===== config.mk =====
export PLATFORM = sky130hd
export DESIGN_NAME = stq_pair
export DESIGN_NICKNAME = d
export VERILOG_FILES = /design/src/rtl/stq_pkg.sv /design/src/rtl/stq_bank.sv /design/src/rtl/stq_flush_ctl.sv /design/src/rtl/stq_pair.sv
export SDC_FILE = /design/constraint.sdc
export NUM_CORES = 2
export LEC_CHECK = 0
export ABC_AREA = 0
export ABC_CLOCK_PERIOD_IN_PS = 2410
export CAP_MARGIN = 10
export CORE_ASPECT_RATIO = 1.25
export CORE_UTILIZATION = 50
export DETAILED_ROUTE_END_ITERATION = 12
export GPL_TIMING_DRIVEN = 1
export PLACE_DENSITY_LB_ADDON = 0.2
export REMOVE_ABC_BUFFERS = 1
export SLEW_MARGIN = 20
export SYNTH_ARGS = -nofsm -noshare
export SYNTH_HDL_FRONTEND = slang
export SYNTH_HIERARCHICAL = 1
export SYNTH_SLANG_ARGS = --single-unit

===== constraint.sdc =====
create_clock -name clk -period 2.41 [get_ports clk]
set_input_delay 0.3615 -clock clk [delete_from_list [all_inputs] [get_ports clk]]
set_output_delay 0.3615 -clock clk [all_outputs]
set_load 0.05 [all_outputs]

===== src/rtl/stq_pkg.sv =====
package stq_pkg;
   // physical burst address width and upper-bit placement
   localparam int STQ_PHYS_W  = 29;
   localparam int STQ_CTL_LSB = 24;
   localparam int STQ_KEEP_HI = 25;
endpackage


===== src/rtl/stq_bank.sv =====
module stq_bank #(
   parameter int WORD_W = 32,
   parameter int LANES  = 8,
   localparam int IDX_W = $clog2(LANES)
) (
   input  logic                      clk,
   input  logic                      rst_n,
   input  logic                      we,
   input  logic [IDX_W-1:0]          widx,
   input  logic [WORD_W-1:0]         wdata,
   output logic [LANES*WORD_W-1:0]   line
);
   for (genvar k = 0; k < LANES; k++) begin : g_lane
      logic [WORD_W-1:0] word_q;
      always_ff @(posedge clk) begin
         if (!rst_n) word_q <= '0;
         else if (we && (widx == IDX_W'(k))) word_q <= wdata;
      end
      assign line[k*WORD_W +: WORD_W] = word_q;
   end
endmodule


===== src/rtl/stq_flush_ctl.sv =====
module stq_flush_ctl
   import stq_pkg::*;
#(
   parameter int ADDR_W   = 32,
   parameter int CTL_W    = 5,
   parameter int NUM_BUFS = 2,
   parameter int ALIGN    = 5,
   localparam int BUF_W   = $clog2(NUM_BUFS)
) (
   input  logic                      clk,
   input  logic                      rst_n,
   input  logic                      fl_valid,
   input  logic [ADDR_W-1:0]         fl_addr,
   input  logic                      fl_xlat,
   input  logic [NUM_BUFS*CTL_W-1:0] ctl_flat,
   input  logic                      bw_ready,
   output logic                      fl_ready,
   output logic                      busy,
   output logic [ADDR_W-1:0]         bw_addr,
   output logic [BUF_W-1:0]          cur_buf
);
   localparam logic [ADDR_W-1:0] PHYS_MASK  = ADDR_W'((64'd1 << STQ_PHYS_W) - 64'd1);
   localparam logic [ADDR_W-1:0] ALIGN_MASK = ~ADDR_W'((64'd1 << ALIGN) - 64'd1);
   localparam logic [ADDR_W-1:0] KEEP_MASK  =
      ADDR_W'((64'd1 << (STQ_KEEP_HI + 1)) - 64'd1) & ALIGN_MASK;

   logic [BUF_W-1:0]  sel_buf;
   logic [CTL_W-1:0]  sel_ctl;
   logic [ADDR_W-1:0] target;
   logic              accept;

   assign sel_buf = fl_addr[ALIGN +: BUF_W];
   assign sel_ctl = ctl_flat[sel_buf*CTL_W +: CTL_W];
   assign fl_ready = !busy;
   assign accept   = fl_valid && !busy;

   always_comb begin
      if (fl_xlat) target = fl_addr & ALIGN_MASK & PHYS_MASK;
      else         target = ((fl_addr & KEEP_MASK) |
                             (ADDR_W'(sel_ctl) << STQ_CTL_LSB)) & PHYS_MASK;
   end

   always_ff @(posedge clk) begin
      if (!rst_n) begin
         busy    <= 1'b0;
         bw_addr <= '0;
         cur_buf <= '0;
      end else if (accept) begin
         busy    <= 1'b1;
         bw_addr <= target;
         cur_buf <= sel_buf;
      end else if (busy && bw_ready) begin
         busy    <= 1'b0;
      end
   end
endmodule


===== src/rtl/stq_pair.sv =====
module stq_pair
   import stq_pkg::*;
#(
   parameter int WORD_W   = 32,
   parameter int LANES    = 8,
   parameter int NUM_BUFS = 2,
   parameter int ADDR_W   = 32,
   parameter int CTL_W    = 5,
   parameter int READ_LAT = 1
) (
   input  logic                                        clk,
   input  logic                                        rst_n,
   input  logic                                        reg_wr,
   input  logic                                        reg_rd,
   input  logic [$clog2(NUM_BUFS*LANES*WORD_W/8)-1:0]  reg_addr,
   input  logic [WORD_W-1:0]                           reg_wdata,
   output logic                                        reg_ready,
   output logic [WORD_W-1:0]                           reg_rdata,
   input  logic                                        ctl_wr,
   input  logic [$clog2(NUM_BUFS)-1:0]                 ctl_idx,
   input  logic [CTL_W-1:0]                            ctl_wdata,
   input  logic                                        fl_valid,
   output logic                                        fl_ready,
   input  logic [ADDR_W-1:0]                           fl_addr,
   input  logic                                        fl_xlat,
   output logic                                        busy,
   output logic                                        bw_valid,
   input  logic                                        bw_ready,
   output logic [ADDR_W-1:0]                           bw_addr,
   output logic [LANES*WORD_W-1:0]                     bw_data
);
   localparam int BYTE_LSB = $clog2(WORD_W/8);
   localparam int IDX_W    = $clog2(LANES);
   localparam int BUF_W    = $clog2(NUM_BUFS);
   localparam int ALIGN    = BYTE_LSB + IDX_W;
   localparam int REG_AW   = ALIGN + BUF_W;
   localparam int BURST_W  = LANES*WORD_W;

   // elaboration-time parameter checks
   if (WORD_W % 8 != 0 || (1 << BYTE_LSB) * 8 != WORD_W) begin : g_bad_word
      $error("WORD_W must be a power-of-two number of bytes");
   end
   if ((1 << IDX_W) != LANES || LANES < 2) begin : g_bad_lanes
      $error("LANES must be a power of two, at least 2");
   end
   if ((1 << BUF_W) != NUM_BUFS || NUM_BUFS < 2) begin : g_bad_bufs
      $error("NUM_BUFS must be a power of two, at least 2");
   end
   if (ALIGN > STQ_KEEP_HI || STQ_CTL_LSB + CTL_W > STQ_PHYS_W || STQ_PHYS_W > ADDR_W) begin : g_bad_addr
      $error("address field layout does not fit ADDR_W");
   end
   if (READ_LAT != 0 && READ_LAT != 1) begin : g_bad_lat
      $error("READ_LAT must be 0 or 1");
   end

   logic [IDX_W-1:0]        a_lane;
   logic [BUF_W-1:0]        a_buf;
   logic [BUF_W-1:0]        cur_buf;
   logic                    wr_go;
   logic [BURST_W-1:0]      bank_line [NUM_BUFS];
   logic [NUM_BUFS*CTL_W-1:0] ctl_flat;
   logic [WORD_W-1:0]       rd_word;

   assign a_lane    = reg_addr[BYTE_LSB +: IDX_W];
   assign a_buf     = reg_addr[ALIGN +: BUF_W];
   assign reg_ready = !(busy && (a_buf == cur_buf));
   assign wr_go     = reg_wr && reg_ready;

   for (genvar b = 0; b < NUM_BUFS; b++) begin : g_buf
      stq_bank #(.WORD_W(WORD_W), .LANES(LANES)) u_bank (
         .clk   (clk),
         .rst_n (rst_n),
         .we    (wr_go && (a_buf == BUF_W'(b))),
         .widx  (a_lane),
         .wdata (reg_wdata),
         .line  (bank_line[b])
      );

      logic [CTL_W-1:0] ctl_q;
      always_ff @(posedge clk) begin
         if (!rst_n) ctl_q <= '0;
         else if (ctl_wr && (ctl_idx == BUF_W'(b))) ctl_q <= ctl_wdata;
      end
      assign ctl_flat[b*CTL_W +: CTL_W] = ctl_q;
   end

   stq_flush_ctl #(
      .ADDR_W(ADDR_W), .CTL_W(CTL_W), .NUM_BUFS(NUM_BUFS), .ALIGN(ALIGN)
   ) u_flush (
      .clk      (clk),
      .rst_n    (rst_n),
      .fl_valid (fl_valid),
      .fl_addr  (fl_addr),
      .fl_xlat  (fl_xlat),
      .ctl_flat (ctl_flat),
      .bw_ready (bw_ready),
      .fl_ready (fl_ready),
      .busy     (busy),
      .bw_addr  (bw_addr),
      .cur_buf  (cur_buf)
   );

   assign bw_valid = busy;
   assign bw_data  = bank_line[cur_buf];
   assign rd_word  = bank_line[a_buf][a_lane*WORD_W +: WORD_W];

   if (READ_LAT == 0) begin : g_rd_comb
      assign reg_rdata = rd_word;
   end else begin : g_rd_reg
      logic [WORD_W-1:0] rdata_q;
      always_ff @(posedge clk) begin
         if (!rst_n) rdata_q <= '0;
         else if (reg_rd) rdata_q <= rd_word;
      end
      assign reg_rdata = rdata_q;
   end
endmodule


# Word level (Yosys, flattened, before mapping)
# Index checks and enable logic that the tools add are counted.
# classes
n_mul,1
magnitude_cmp,2
eq_ne,8
shifts,2
muxes,9
n_bitwise,5
n_reduce_logical,28
# op_table
cell,count
two-way mux 256 bit,6
indexed part select 256 x 9 -> 32 bit,1
two-way mux 29 bit,1
bitwise OR 26 x 29 -> 29 bit,1
logical AND 1 bit,24
"== test 3 bit, second input constant",4
indexed part select 10 x 5 -> 5 bit,1
"== test 3 x 2 -> 1 bit, second input constant",2
">= comparator 2 bit, second input constant",2
"multiplier 1 x 3 -> 4 bit, second input constant",1
NOT 1 -> 2 bit,2
"== test 3 x 1 -> 1 bit, second input constant",1
logical NOT 3 bit,1
logical NOT 1 bit,2
two-way mux 1 bit,2
NOT 1 bit,2
nonzero test 2 bit,1
== test 1 bit,1
# totals
regBits,588
inputBits,84
elab_cells,77

# Logic depth before layout (Yosys ltp)
# depth
ltp_word,6
mapped_depth,11
mapped_depth_nobuf,6

# Hierarchy
# The synthesis kept the hierarchy.
# modules_own_cells
mod,instances,cells_per_inst,area_each_um2,seq_area_each_um2
stq_bank,2,871,9208.8,5124.9
stq_pair,1,1011,8828.5,840.8
stq_flush_ctl,1,129,1116.1,500.5

# Worst setup path before layout
# OpenSTA, ideal clock, no wires.
# synth_timing
path_type,register -> register
startpoint,register u_flush.busy
endpoint,register g_buf[1].u_bank.g_lane[1].word_q[10]
setup_ns,0.127
arrival_ns,2.317
required_ns,2.283
setup_slack_ns,-0.034
stages_incl_launch_ff,8
n_path_buf,3
path_cell_list,dfxtp_1 -> nand2_1 -> and3_1 -> buf_2 -> and4bb_2 -> buf_2 -> buf_4 -> mux2i_1
# synth_via
elab_chain_cells,5
# synth_rtl
element,line_no,source
start: declaration,stq_flush_ctl.sv:18,"output logic busy,"
start signal: assignment,stq_flush_ctl.sv:45,busy <= 1'b0;
start signal: assignment,stq_flush_ctl.sv:49,busy <= 1'b1;
start signal: assignment,stq_flush_ctl.sv:53,busy <= 1'b0;
logical AND 1 bit,stq_pair.sv:66,assign reg_ready = !(busy && (a_buf == cur_buf));
logical NOT 1 bit,stq_pair.sv:66,
named net reg_ready,stq_pair.sv:17,"output logic reg_ready,"
logical AND 1 bit,stq_pair.sv:67,assign wr_go = reg_wr && reg_ready;
logical AND 1 bit,stq_pair.sv:73,".we (wr_go && (a_buf == BUF_W'(b))),"
logical AND 1 bit,stq_bank.sv:17,else if (we && (widx == IDX_W'(k))) word_q <= wdata;
end signal: assignment,stq_bank.sv:17,
end: declaration,stq_bank.sv:14,logic [WORD_W-1:0] word_q;
# The timed path passes the listed nets, and every way through them passes these cells.
# A chain may end at the register's enable or synchronous reset.

==> results.md <==
* Commonest non-fill, non-tap cell in the layout: mux2i_1
* Vias in the first global route at 23030
* Failing checks: negative setup slack
* Crit path max fanout at 19
* Root buffer cell: clkbuf_16
* CTS Buf Count at 59
* Yosys warnings at 6
* Final Worst Setup Slack at -0.03859 ns
* FP Rows at 97
* CORE AREA at 56070 µm²
* Mapped Area at 28360 µm²
* Register area at 11590 µm²
* Skew-Pair Late Insertion Delay at 0.63 ns
* Status: finished, violations left
* Final Cell Area at 35580 µm²
* Starting Density at 50.58%
* WHS Endpoint: u_flush/bw_addr[22]
* Fin Clk Skew at 0.01452 ns
* Initial antenna violation count at 1
* Hold WS at 0.1586 ns
* R2R setup slack at 0.11 ns
* Total GRT Usage at 31.17%
* Fin. max-slew vios at 0
* CTS Sinks at 579
* Number of distinct library cells after synthesis at 35
* Diodes inserted at 0
* CTS tree: yes
* First-pass GRT wire length at 138.8 mm
* Final setup violation count at 26
* Dpl hpwl at 60.36 mm
* Die width at 215.0 µm
* Top_reg_cell synth: dfxtp_1
* Worst setup SP type: flip-flop
* Dpl cells at 3890
* CTS H-tree depth at 2
* Final wirelength at 94.60 mm
* Mapped Cells at 2882
* Hold_sp: rst_n
* Worst EP required at 2.05 ns
* R2R depth at 9
* Static Leak at 0.01687 µW
* 1st-pass router iterations at 6
* Share of the synthesized area in the top cell type at 40.87%
* Setup tns final at -0.2793 ns
* Unrepaired setup endpoints after global routing: true
* Slew margin rel. at 52.02%
* Worst hold path type: in -> reg
* Fmax at 408.4 MHz
* Placed Area at 32700 µm²
* Remaining DRCs at 0
* Fin crit share at 101.6%
* I/O pin total at 408
* Die area at 57690 µm²
* Via count at 23240
* Worst r2r dst: g_buf[0].u_bank/g_lane[0].word_q[9]
* Vias per cell at 5.795
* Number of synthesized flops with an enable pin at 0
* Pin count of the biggest net entering global routing at 89
* Max-cap violations at 0
* Fin. Hold Viols at 0
* Area occupied by multi-input gates at 15610 µm²
* Crit. End Element: output port
* Post-layout nets at 3307
* Commonest cells after routing, fill and taps aside: mux2i_1, nand2_1, dfxtp_1
* Worst flop-to-flop path startpoint: u_flush/bw_addr[5]
* Final Wtd Congestion at 0.9085
* Yosys top cell by area: dfxtp_1
* Worst-Margin Slew at 0.7197 ns
* Area grow syn2layout at 25.45%
* Drt wl/cell at 23.59 µm
* Starting DRC count in detailed routing at 1678
* Synth top area cells: dfxtp_1, mux2i_1, mux2_2
* Post-route minimum period at 2.449 ns
* Sequential area share after synthesis at 40.87%
* GRT overflow at 0
* CTS Buffer Depth at 3
* Setup CP Type: reg -> out
* Die H at 268.3 µm
* Hold_buf cts at 0
* Maximum VDD drop at 613.8 µV
* WP data arrival at 2.09 ns
* CTS clk-pin slew, worst paths at 0.06 ns
* Hold path cells at 2
* Post-route antenna net violation count at 0
* Fin cells at 4010
* I/O Buffers at 389
* Seq cells post-synth at 579
* Post-Syn Area per Cell at 9.841 µm²
* FILL cells at 4577
* PwrDens at 622.9 nW/µm²
* Layout cells sized above 1 at 22.98%
* DP Worst Slack at -0.1558 ns
* Ys async rst share at 0%
-- cell usage after synthesis (2+ instances only) --
cell type / n
mux2i_1: 773
nand2_1: 722
dfxtp_1: 579
mux2_2: 261
buf_2: 114
nand3_1: 102
a21oi_1: 68
a22oi_1: 64
clkbuf_1: 50
buf_4: 42
buf_6: 25
a21boi_0: 24
nor2b_1: 9
nand4b_1: 6
buf_12: 5
nand2b_1: 5
nand4bb_1: 4
a21boi_1: 3
o211ai_1: 3
and4bb_2: 2
buf_1: 2
inv_1: 2
nand4_1: 2
nor2_1: 2
nor4b_4: 2
o21ai_0: 2
-- power by group --
part	total [µW]	switching, µW	internal (µW)	leakage [µW]
Combinational	2640	1660	982	0.0112
Clock	9640	3910	5730	0.00101
Sequential	9880	133	9740	0.00468
-- sequential cells by signal, summed over array words and instances (netlist names) --
signal,cells
g_buf.u_bank/g_lane.word_q,512
g_buf.ctl_q,10
reg_rdata,32
u_flush/bw_addr,24
u_flush/busy,1
-- repair_timing --
action                                  CTS  global route
endpoints found under the setup margin  253           201
setup buffers                             6             0
resized for setup                       174            84
gates cloned                              7             3
-- through the flow --
| stage | util (%) | power [µW] |
|---|---|---|
| floorplan | - | 11440 |
| global placement | 58.31 | 12530 |
| detailed placement | 58.31 | 12570 |
| CTS | 62.88 | 22200 |
| global route | 63.45 | 22770 |
| finish | 63.45 | 22160 |
-- cells by family (layout without fill, tap and decap cells) --
group                     count (synthesis)  count (layout)  synth area share [%]
muxes                                  1034            1034                 37.64
and+or+nand+nor                         859             859                 12.41
DFF                                     579             579                 40.87
buffers and inverters                   243             622                 5.281
AOI/OAI and AO/OA                       165             165                 3.759
other                                     1               8               0.01322
xor gates and xnor gates                  1               1               0.03089
-- area by class of cell --
cell class / instances / area share (%)
sequential: 579 / 32.59
timing repair buffer: 514 / 15.18
clock inverter: 18 / 0.6963
multi-input combinational: 2067 / 43.88
tap: 742 / 2.609
clock buffer: 88 / 5.025
inverter: 2 / 0.02110
-- routing by layer --
metal | global-route usage [%] | vias up | share of wire (%)
met5 | 0 | - | 0.014
met2 | 52.12 | 912 | 47
li1 | - | 10670 | -
met3 | 4.686 | 223 | 6.3
met4 | 14.09 | 2 | 4.2
met1 | 39.77 | 11430 | 42
-- worst max-delay path: stages (launching register included) --
cell and delay, ns:
dfxtp_4 0.40, buf_12 0.22, buf_12 0.22, mux2_2 0.40, buf_4 0.20
-- how the worst max path moves through the flow --
stage,from,end,cells past startpoint
floorplan,u_flush/bw_addr[5],g_buf[0].u_bank/g_lane[2].word_q[0],6
global placement,reg_addr[5],g_buf[0].u_bank/g_lane[0].word_q[9],9
detailed placement,reg_addr[5],g_buf[0].u_bank/g_lane[0].word_q[9],9
CTS,u_flush/bw_addr[5],bw_data[210],5
global route,u_flush/bw_addr[5],bw_data[101],4
finish,u_flush/bw_addr[5],bw_data[101],4
No activity file was read; power rests on OpenSTA's default activity.
